[config.mk]
export PLATFORM = sky130hd
export DESIGN_NAME = cpt_session_ctrl
export DESIGN_NICKNAME = d
export VERILOG_FILES = /design/src/rtl/cpt_pkg.sv /design/src/rtl/cpt_seq.sv /design/src/rtl/cpt_phase_decode.sv /design/src/rtl/cpt_cells.sv /design/src/rtl/cpt_session_ctrl.sv
export SDC_FILE = /design/constraint.sdc
export NUM_CORES = 1
export LEC_CHECK = 0
export BUFFER_PORTS_ARGS = -buffer_cell sky130_fd_sc_hd__buf_2
export CORE_MARGIN = 2
export CORE_UTILIZATION = 35
export CTS_BUF_LIST = sky130_fd_sc_hd__clkbuf_4 sky130_fd_sc_hd__clkbuf_8
export DETAILED_ROUTE_END_ITERATION = 8
export PLACE_DENSITY_LB_ADDON = 0.3
export SLEW_MARGIN = 20
export SYNTH_ARGS = -nofsm -noshare
export SYNTH_HDL_FRONTEND = slang
export SYNTH_SLANG_ARGS = --single-unit
[constraint.sdc]
create_clock -name clk -period 4 [get_ports clk]
set_input_delay 0.8 -clock clk [delete_from_list [all_inputs] [get_ports clk]]
set_output_delay 0.8 -clock clk [all_outputs]
set_load 0.01 [all_outputs]
[src/rtl/cpt_pkg.sv]
package cpt_pkg;
  localparam int NUM_PHASES = 4;
  localparam int PHASE_W    = $clog2(NUM_PHASES);
  localparam logic [PHASE_W-1:0] LAST_PHASE = PHASE_W'(NUM_PHASES - 1);

  typedef logic [PHASE_W-1:0] phase_t;

  typedef enum logic [1:0] {
    SEQ_IDLE = 2'd0,
    SEQ_RUN  = 2'd1,
    SEQ_DONE = 2'd2
  } seq_state_e;

  // limit value for a count: zero is treated as one pattern
  function automatic logic [31:0] count_to_limit(input logic [31:0] cnt);
    return (cnt == 32'd0) ? 32'd0 : cnt - 32'd1;
  endfunction
endpackage

[src/rtl/cpt_seq.sv]
module cpt_seq
  import cpt_pkg::*;
#(
  parameter int CNT_W = 8
) (
  input  logic             clk,
  input  logic             rst_n,
  input  logic             start_i,
  input  logic [CNT_W-1:0] pat_count_i,
  output phase_t           phase_o,
  output logic             active_o,
  output logic             done_o
);
  seq_state_e       state_q, state_d;
  phase_t           phase_q, phase_d;
  logic [CNT_W-1:0] cnt_q, cnt_d;
  logic [CNT_W-1:0] lim_q, lim_d;
  logic             phase_end;

  assign phase_end = (cnt_q == lim_q);

  always_comb begin
    state_d = state_q;
    phase_d = phase_q;
    cnt_d   = cnt_q;
    lim_d   = lim_q;
    unique case (state_q)
      SEQ_IDLE, SEQ_DONE: begin
        if (start_i) begin
          state_d = SEQ_RUN;
          phase_d = '0;
          cnt_d   = '0;
          lim_d   = CNT_W'(count_to_limit(32'(pat_count_i)));
        end
      end
      SEQ_RUN: begin
        if (phase_end) begin
          cnt_d = '0;
          if (phase_q == LAST_PHASE) state_d = SEQ_DONE;
          else                       phase_d = phase_q + 1'b1;
        end else begin
          cnt_d = cnt_q + 1'b1;
        end
      end
      default: state_d = SEQ_IDLE;
    endcase
  end

  always_ff @(posedge clk or negedge rst_n) begin
    if (!rst_n) begin
      state_q <= SEQ_IDLE;
      phase_q <= '0;
      cnt_q   <= '0;
      lim_q   <= '0;
    end else begin
      state_q <= state_d;
      phase_q <= phase_d;
      cnt_q   <= cnt_d;
      lim_q   <= lim_d;
    end
  end

  assign phase_o  = phase_q;
  assign active_o = (state_q == SEQ_RUN);
  assign done_o   = (state_q == SEQ_DONE);
endmodule

[src/rtl/cpt_phase_decode.sv]
module cpt_phase_decode
  import cpt_pkg::*;
#(
  parameter int                        NUM_PTS  = 4,
  parameter logic [4*NUM_PTS-1:0]      MAP      = {NUM_PTS{4'b0110}},
  parameter logic                      FORCE_LV = 1'b0
) (
  input  phase_t               phase_i,
  input  logic                 active_i,
  output logic [NUM_PTS-1:0]   tsig_o
);
  for (genvar i = 0; i < NUM_PTS; i++) begin : g_pt
    logic [NUM_PHASES-1:0] mask;
    logic                  forcing;
    assign mask    = MAP[NUM_PHASES*i +: NUM_PHASES];
    assign forcing = active_i & mask[phase_i];
    assign tsig_o[i] = forcing ? FORCE_LV : ~FORCE_LV;
  end
endmodule

[src/rtl/cpt_cells.sv]
module cpt_and_cell (
  input  logic line_i,
  input  logic tsig_i,
  output logic line_o
);
  assign line_o = line_i & tsig_i;
endmodule

module cpt_or_cell (
  input  logic line_i,
  input  logic tsig_i,
  output logic line_o
);
  assign line_o = line_i | tsig_i;
endmodule

[src/rtl/cpt_session_ctrl.sv]
module cpt_session_ctrl
  import cpt_pkg::*;
#(
  parameter int                   NUM_AND = 4,
  parameter int                   NUM_OR  = 4,
  parameter int                   CNT_W   = 8,
  parameter logic [4*NUM_AND-1:0] AND_MAP = {NUM_AND{4'b0110}},
  parameter logic [4*NUM_OR-1:0]  OR_MAP  = {NUM_OR{4'b1100}}
) (
  input  logic               clk,
  input  logic               rst_n,
  input  logic               start_i,
  input  logic [CNT_W-1:0]   pat_count_i,
  input  logic [NUM_AND-1:0] and_line_i,
  input  logic [NUM_OR-1:0]  or_line_i,
  output logic [NUM_AND-1:0] and_line_o,
  output logic [NUM_OR-1:0]  or_line_o,
  output logic [NUM_AND-1:0] and_tsig_o,
  output logic [NUM_OR-1:0]  or_tsig_o,
  output logic [1:0]         phase_o,
  output logic               active_o,
  output logic               done_o
);
  phase_t phase;
  logic   active;

  cpt_seq #(.CNT_W(CNT_W)) u_seq (
    .clk         (clk),
    .rst_n       (rst_n),
    .start_i     (start_i),
    .pat_count_i (pat_count_i),
    .phase_o     (phase),
    .active_o    (active),
    .done_o      (done_o)
  );

  cpt_phase_decode #(.NUM_PTS(NUM_AND), .MAP(AND_MAP), .FORCE_LV(1'b0)) u_and_dec (
    .phase_i  (phase),
    .active_i (active),
    .tsig_o   (and_tsig_o)
  );

  cpt_phase_decode #(.NUM_PTS(NUM_OR), .MAP(OR_MAP), .FORCE_LV(1'b1)) u_or_dec (
    .phase_i  (phase),
    .active_i (active),
    .tsig_o   (or_tsig_o)
  );

  for (genvar i = 0; i < NUM_AND; i++) begin : g_and
    cpt_and_cell u_cell (.line_i(and_line_i[i]), .tsig_i(and_tsig_o[i]), .line_o(and_line_o[i]));
  end

  for (genvar j = 0; j < NUM_OR; j++) begin : g_or
    cpt_or_cell u_cell (.line_i(or_line_i[j]), .tsig_i(or_tsig_o[j]), .line_o(or_line_o[j]));
  end

  assign phase_o  = phase;
  assign active_o = active;
endmodule

==> results of run 1 <==
==> cell families (layout without fill, tap and decap cells) <==
| kind of cell | Yosys count | in the layout | synth area share (%) |
|---|---|---|---|
| compound gates | 28 | 28 | 13.09 |
| xor+xnor | 16 | 16 | 10.11 |
| fa+ha+maj | 4 | 4 | 3.610 |
| buf+inv | 26 | 48 | 11.46 |
| flops | 20 | 20 | 36.10 |
| mux | 1 | 1 | 0.7221 |
| simple gates | 62 | 62 | 24.91 |
==> metal layers <==
layer	wire length, um	vias to the layer above
li1	-	563
met1	1204	498
met2	1338	29
met3	111	5
met4	61	0
met5	0	-
==> state kept, by name, indices dropped and copies added, names as in the netlist <==
signal and cells:
u_seq.cnt_q 8, u_seq.phase_o 2, u_seq.state_q 2, u_seq.lim_q 8
==> critical path, stage by stage (launching register included) <==
cell and delay [ns]:
dfrtp_1 0.38, nand2b_1 0.30, inv_1 0.27, nand2_1 0.18
and2_1 0.19, buf_2 0.13
==> synth_stat cells (2+ instances only) <==
| cell | count | share of area [%] |
|---|---|---|
| and2_1 | 5 | 2.3 |
| and4_1 | 2 | 1.3 |
| buf_4 | 16 | 8.7 |
| clkbuf_1 | 2 | 0.54 |
| dfrtp_1 | 20 | 36 |
| ha_1 | 4 | 3.6 |
| inv_1 | 7 | 1.9 |
| nand2_1 | 27 | 7.3 |
| nand2b_1 | 6 | 2.7 |
| nand3_1 | 5 | 1.8 |
| nor2_1 | 4 | 1.1 |
| nor3_1 | 5 | 1.8 |
| nor4_1 | 2 | 0.90 |
| o211ai_1 | 5 | 2.7 |
| o21ai_0 | 15 | 5.4 |
| xnor2_1 | 13 | 8.2 |
| xor2_1 | 3 | 1.9 |
==> through the flow <==
stage	worst slack (ns)	hold slack, ns	cell area [um^2]	cells	util, %
finish	1.479	0.4839	1545	227	41.28
CTS	1.474	0.4946	1545	227	41.28
detailed placement	1.769	0.4917	1504	224	40.17
floorplan	1.871	0.4702	1386	157	-
global route	1.348	0.5168	1545	227	41.28
global placement	1.817	0.4841	1504	224	40.17
==> power breakdown <==
part	internal [uW]	switching, uW	leakage [uW]	total, uW
logic	172	219	0.000414	391
registers	264	78.9	0.000247	343
clock network	67.3	67.5	0.0000216	135
==> path summary, 6_finish.rpt <==
check	startpoint	end	slack [ns]	cells after the start
min	rst_n	u_seq.lim_q[0]$_DFFE_PN0P_	0.48	1
min in group clk	u_seq.lim_q[5]$_DFFE_PN0P_	u_seq.lim_q[5]$_DFFE_PN0P_	0.50	2
min reg2reg	u_seq.lim_q[5]$_DFFE_PN0P_	u_seq.lim_q[5]$_DFFE_PN0P_	0.50	2
max in group asynchronous	rst_n	u_seq.cnt_q[6]$_DFFE_PN0P_	3.19	1
max reg2reg	u_seq.cnt_q[5]$_DFFE_PN0P_	u_seq.cnt_q[3]$_DFFE_PN0P_	2.38	4
max	u_seq.state_q[1]$_DFFE_PN0P_	and_line_o[1]	1.48	5
==> cell type report <==
class,count,area (um^2),share of cell area (%)
well taps,48,60.06,3.887
flip-flops and latches,20,500.5,32.39
inverters,7,26.28,1.700
clock buffers,3,41.29,2.672
multi-input cells,111,726.9,47.04
repair buffers,38,190.2,12.31
==> metrics.txt, run 1 <==
Max Slew Vio Count=0; Synth Net Count=180; Seq/Total Area, Yosys=36.10%; Crit path required time=3.20 ns; Hold WC Path Type=in2async; crit path max fanout=9; clk buf depth=2; Slew Limit Headroom=66.74%; most frequent cells in the layout=buf_2 (38), nand2_1 (27), dfrtp_1 (20); final routed DRC violation total=0; CP endpoint kind=output pin; antenna viol nets, final=0; post-layout net count=204; Pwr Density=561.8 nW/um^2; Max Clk Rate=396.6 MHz; ys flop type=dfrtp_1; startpoint types=flip-flop; final WL=2715 um; Worst Setup Path Type=reg2out; CTS Buf Count=3; GR peak layer=met2; setup bufs post-CTS=0; Clock Root Buffer=clkbuf_8; CTS H-tree depth=1; met1 Use GR=16.75%; LEAKAGE=0.0006821 uW; CTS tree=built; via count=1,095; vias in the first global route=1,057; Via density=4.824; largest net degree at the start of global routing=21; Initial Util=37.03%; Fin. Hold Viols=0; Syn Inst Count=157; Syn Std Cell Area=1386 um^2; First-pass DRT Iterations=4; clk sinks=20; Area Growth Syn to Fin=11.46%; I/O pin count=39; minimum clock period=2.521 ns; DR iter-0 viols=26; routability cong.=0.7198; core region area=3744 um^2; Final Power=868.1 uW; Synth Area per Inst=8.830 um^2; clock latency on the worst-skew pair=0.26 ns; Die X=66.94 um; period utilization=63.03%; Die Y-Extent=66.94 um; Data arrival, critical path=1.72 ns; CTS Hold Bufs=0; Seq cells post-synth=20; Global Route Usage Sum=13.95%; detailed placer's ending HPWL=2111 um; num rows=22; measured slew at the worst slew-check pin=0.4989 ns; status=finished clean; met2 Track Usage GR=24.25%; RSZ-0062 raised after global routing=no; initial antenna violation count=0; post_cts resized=0; total gr overflow=0; share of layout cells above drive strength 1=25.70%; Max VDD drop=0.1714 mV; Antenna diodes=0; wire per inst=11.96 um; number of port buffers=38; clk_skew=0.003834 ns; fill count=404; Unique masters post-synth=33; synth warn=0; Reg clk slew, reported paths=0.07 ns; Async S/R FF share, synth=100.0%; # setup viols final=0; Setup TNS=0 ns; Post-synth EDFFs=0; commonest non-fill, non-tap cell in the layout=buf_2; GR met3 Demand/Resource=1.520%; max_cap viols=0; total die area=4480 um^2; global-route wire length before repair=4678 um
Note: power is estimated with default switching activity, not from simulation.
==> run 2, diff against run 1 <==
clock period = 2 ns   (was 4 ns; I/O delays follow)
==> metrics.txt, run 2 (synthesis gave the netlist of run 1 again) <==
worst setup margin=0.1571 ns (-1.322 ns); commonest non-fill, non-tap cell in the layout=buf_2; CTS tree=built; core region area=3744 um^2 (unchanged); Area Growth Syn to Fin=13.54%; Via density=4.817 (-0.13%); crit path cell chain=ha_1, nand2_1, and2_1, buf_2; Bufs and invs on worst path=1 (-1); First-pass DRT Iterations=4 (unchanged); placed insts=226 (+0.89%); clk buf depth=2 (unchanged); clock latency on the worst-skew pair=0.26 ns (about the same); Antenna diodes=0 (unchanged); startpoint types=flip-flop; Slew Limit Headroom=70.08% (+3.3 points); via count=1,108 (+1.2%); final routed DRC violation total=0 (unchanged); Global Route Usage Sum=13.55% (-0.39 points); initial antenna violation count=0 (unchanged); global-route wire length before repair=4560 um (-2.5%); total die area=4480 um^2 (unchanged); clk sinks=20 (unchanged); Data arrival, critical path=1.44 ns (-0.28 ns); share of layout cells above drive strength 1=27.47% (+1.8 points); met1 Use GR=17.28% (+0.52 points); final WL=2718 um (+0.11%); antenna viol nets, final=0 (unchanged); Die Y-Extent=66.94 um (unchanged); Die X=66.94 um (unchanged); GR peak layer=met2; Max VDD drop=0.4964 mV (+190%); LEAKAGE=0.0006993 uW (+2.5%); I/O pin count=39 (unchanged); DP Area=1519 um^2 (+1.0%); routability cong.=0.7419 (+3.1%); fill count=392 (-3.0%); DR iter-0 viols=14 (-46%); Slowest-stage cell, CP=dfrtp_1; largest delay contributor family on the critical path=flip-flops; final core occ=42.05% (+0.77 points); most frequent cells in the layout=buf_2 (38), nand2_1 (27), dfrtp_1 (20); wire per inst=11.82 um (-1.2%); period utilization=92.15%; Max Clk Rate=542.6 MHz; # setup viols final=0 (unchanged); CTS H-tree depth=1 (unchanged); GR met3 Demand/Resource=1.520% (unchanged); minimum clock period=1.843 ns; CTS Hold Bufs=0 (unchanged); Worst R2R Start=u_seq.cnt_q[4]$_DFFE_PN0P_; total gr overflow=0 (unchanged); CTS Buf Count=3 (unchanged); worst stage delay on the critical path=0.43 ns (+0.05 ns); Fin. Hold Viols=0 (unchanged); Crit path required time=1.60 ns (-1.60 ns); RSZ-0062 raised after global routing=no; clk_skew=0.005737 ns (+0.001902 ns); post-layout net count=206 (+0.98%); CP endpoint kind=output pin; num rows=22 (unchanged); number of port buffers=38 (unchanged); post_cts resized=0 (unchanged); Max Slew Vio Count=0 (unchanged); measured slew at the worst slew-check pin=0.4488 ns (-0.05009 ns); crit path max fanout=8 (-1); Critical Path Start=u_seq.phase_o[0]$_DFFE_PN0P_; Initial Util=37.03% (unchanged); Pwr Density=1130 nW/um^2 (+100%); Reg clk slew, reported paths=0.08 ns (about the same); met2 Track Usage GR=22.50% (-1.7 points); Hold WC Path Type=in2async; setup bufs post-CTS=0 (unchanged); Worst Setup Path Type=reg2out; Setup TNS=0 ns (unchanged); top flop regs=u_seq.cnt_q: 8 flops, u_seq.lim_q: 8 flops; vias in the first global route=1,010 (-4.4%); Final Instance Area=1574 um^2 (+1.9%); Non-Filler Instances=230 (+1.3%); detailed placer's ending HPWL=2168 um (+2.7%); largest net degree at the start of global routing=21 (unchanged); Clock Root Buffer=clkbuf_8; dpl ws=0.3533 ns (-1.416 ns); max_cap viols=0 (unchanged); status=finished clean
run 2: cell types whose count changed in the layout (fill, tap and decap cells not counted):
| cell | previous run | this run |
|---|---|---|
| inv_1 | 7 | 6 |
| buf_4 | 0 | 2 |
| inv_2 | 0 | 1 |
| clkbuf_8 | 3 | 4 |
run 2: cell type report:
class | instances | area, um^2 | area share (%)
tap | 48 | 60.06 | 3.816
inverter | 7 | 26.28 | 1.669
sequential | 20 | 500.5 | 31.80
multi-input combinational | 111 | 726.9 | 46.18
timing repair buffer | 40 | 205.2 | 13.04
clock buffer | 4 | 55.05 | 3.498
run 2: power breakdown:
part           leakage, uW  internal, uW  switching, uW
Clock            0.0000288           175            136
Sequential        0.000247           527            158
Combinational     0.000424           345            437
run 2: stage by stage:
step	hold WS (ns)	total power [uW]
2_1_floorplan	0.1044	1371
3_3_place_gp	0.3728	1470
3_5_place_dp	0.3762	1481
4_1_cts	0.09412	1790
5_1_grt	0.1263	1925
6_report	0.07720	1778
run 2: routing by layer:
metal / share of wire [%] / wire, um / vias up
met1: 48 / 1313 / 506
li1: - / - / 568
met2: 46 / 1253 / 30
met5: 0 / 0 / -
met3: 3.3 / 90 / 4
met4: 2.2 / 60 / 0
run 2: final timing paths:
check	end	slack, ns	depth (start not counted)
hold / removal	u_seq.cnt_q[1]$_DFFE_PN0P_	0.08	1
setup / recovery	and_line_o[1]	0.16	4
setup reg to reg	u_seq.cnt_q[5]$_DFFE_PN0P_	0.41	4
max in group asynchronous	u_seq.cnt_q[4]$_DFFE_PN0P_	1.61	1
min in group clk	u_seq.lim_q[0]$_DFFE_PN0P_	0.36	2
hold reg to reg	u_seq.lim_q[7]$_DFFE_PN0P_	0.51	2
==> run 3, diff against run 2 <==
RECOVER_POWER = 100   (was not set)
==> metrics.txt, run 3 (synthesis gave the netlist of run 1 again) <==
via count=1,102 (-0.54%); Antenna diodes=0 (unchanged); R2R setup slack=0.30 ns (-0.11 ns); Max Clk Rate=537.2 MHz (-1.0%); Non-Filler Instances=230 (unchanged); routability cong.=0.7419 (unchanged); multi-input logic area=698.2 um^2 (-4.0%); number of cells on the worst reg-to-reg path=4 (unchanged); clk sinks=20 (unchanged); CTS tree=built; Pwr Density=1131 nW/um^2 (about the same); Data arrival, critical path=1.46 ns (+0.02 ns); GR met3 Demand/Resource=1.520% (unchanged); Via density=4.791 (-0.54%); met1 Use GR=17.28% (unchanged); Worst Setup Path Type=reg2out; core region area=3744 um^2 (unchanged); number of port buffers=38 (unchanged); placed insts=226 (unchanged); total die area=4480 um^2 (unchanged); Crit path required time=1.60 ns (about the same); Clock Root Buffer=clkbuf_8; post_cts resized=0 (unchanged); DP Area=1519 um^2 (unchanged); total gr overflow=0 (unchanged); CP endpoint kind=output pin; GR peak layer=met2; clk_skew=0.004103 ns (-0.001634 ns); Initial Util=37.03% (unchanged); top flop regs=u_seq.cnt_q: 8 flops, u_seq.lim_q: 8 flops; startpoint types=flip-flop; initial antenna violation count=0 (unchanged); Slew Limit Headroom=29.13% (-41 points); Fin. Hold Viols=0 (unchanged); I/O pin count=39 (unchanged); measured slew at the worst slew-check pin=1.063 ns (+0.6142 ns); # setup viols final=0 (unchanged); RSZ-0062 raised after global routing=no; Final Instance Area=1521 um^2 (-3.3%); register area=500.5 um^2 (unchanged); minimum clock period=1.862 ns (+0.01865 ns); met2 Track Usage GR=22.50% (unchanged); largest net degree at the start of global routing=21 (unchanged); Slowest-stage cell, CP=dfrtp_1; final routed DRC violation total=0 (unchanged); share of layout cells above drive strength 1=16.48% (-11 points); WP depth=4 (unchanged); Reg clk slew, reported paths=0.08 ns (about the same); Area Growth Syn to Fin=9.747%; Max Slew Vio Count=0 (unchanged); vias in the first global route=1,010 (unchanged); crit path cell chain=ha_1, nand2_1, and2_1, buf_2; commonest non-fill, non-tap cell in the layout=nand2_1; period utilization=93.08% (+0.93 points); fill count=408 (+4.1%); most frequent cells in the layout=nand2_1 (27), buf_2 (22), dfrtp_1 (20); Global Route Usage Sum=13.55% (unchanged); Bufs and invs on worst path=1 (unchanged); Worst R2R Start=u_seq.cnt_q[4]$_DFFE_PN0P_; global-route wire length before repair=4560 um (unchanged); max_cap viols=0 (unchanged); CTS Buf Count=3 (unchanged); clock latency on the worst-skew pair=0.26 ns (about the same); final WL=2739 um (+0.77%); Reg2Reg Capture Point=u_seq.cnt_q[2]$_DFFE_PN0P_; CTS H-tree depth=1 (unchanged); Critical Path Start=u_seq.phase_o[0]$_DFFE_PN0P_; LEAKAGE=0.0006394 uW (-8.6%); Final Power=1721 uW (-3.2%); clk buf depth=2 (unchanged); First-pass DRT Iterations=4 (unchanged); num rows=22 (unchanged); Worst setup endpoint=and_line_o[1]; post-layout net count=206 (unchanged); worst stage delay on the critical path=0.43 ns (about the same); Max VDD drop=0.4904 mV (-1.2%); Setup TNS=0 ns (unchanged); antenna viol nets, final=0 (unchanged); status=finished clean; largest delay contributor family on the critical path=flip-flops; detailed placer's ending HPWL=2168 um (unchanged); wire per inst=11.91 um (+0.77%); Die Y-Extent=66.94 um (unchanged); CTS Hold Bufs=0 (unchanged); Hold WC Path Type=in2async; crit path max fanout=8 (unchanged); DR iter-0 viols=14 (unchanged); setup bufs post-CTS=0 (unchanged); Die X=66.94 um (unchanged)
## run 3: cell count changes in the layout (fill, tap and decap cells not counted)
| cell | delta |
|---|---|
| clkbuf_1 | +17 |
| buf_2 | -16 |
| a31o_1 | +1 |
| a31o_2 | -1 |
| buf_4 | -1 |
| nand4_1 | +1 |
| nand4_2 | -1 |
| nor4_1 | +1 |
| nor4_4 | -1 |
| o21ai_2 | +1 |
| o21ai_4 | -1 |
| o311ai_0 | +1 |
| o311ai_1 | -1 |
## run 3: cell type report
cell class | count | share of cell area, %
Inverter | 7 | 1.727
Multi-Input combinational cell | 111 | 45.89
Timing Repair Buffer | 40 | 11.92
Sequential cell | 20 | 32.89
Tap cell | 48 | 3.947
Clock buffer | 4 | 3.618
## run 3: stage by stage
step / worst slack, ns / hold slack (ns) / util, %
after floorplan: 0.2712 / 0.1044 / -
after global placement: 0.3655 / 0.3728 / 40.57
after detailed placement: 0.3533 / 0.3762 / 40.57
after CTS: 0.06468 / 0.09412 / 42.05
after global routing: 0.05352 / 0.3913 / 40.64
final: 0.1384 / 0.3107 / 40.64
## run 3: worst min-delay path by stage
stage | slack [ns] | startpoint | cells after the start | end
detailed placement | 0.38 | rst_n | 1 | u_seq.lim_q[6]$_DFFE_PN0P_
CTS | 0.09 | rst_n | 1 | u_seq.cnt_q[3]$_DFFE_PN0P_
floorplan | 0.10 | rst_n | 0 | u_seq.cnt_q[0]$_DFFE_PN0P_
finish | 0.31 | rst_n | 1 | u_seq.cnt_q[1]$_DFFE_PN0P_
global placement | 0.37 | rst_n | 1 | u_seq.lim_q[6]$_DFFE_PN0P_
global route | 0.39 | pat_count_i[0] | 2 | u_seq.lim_q[0]$_DFFE_PN0P_
## run 3: power breakdown
part | switching, uW | total (uW) | internal, uW
Combinational | 416 | 726 | 310
Clock | 133 | 309 | 175
Sequential | 158 | 685 | 527
Total | 708 | 1720 | 1010
## run 3: layer usage
layer	routed length (um)	part of all wire, %	vias to the layer above
li1	-	-	571
met1	1318	48	497
met2	1260	46	30
met3	99	3.6	4
met4	60	2.2	0
met5	0	0	-
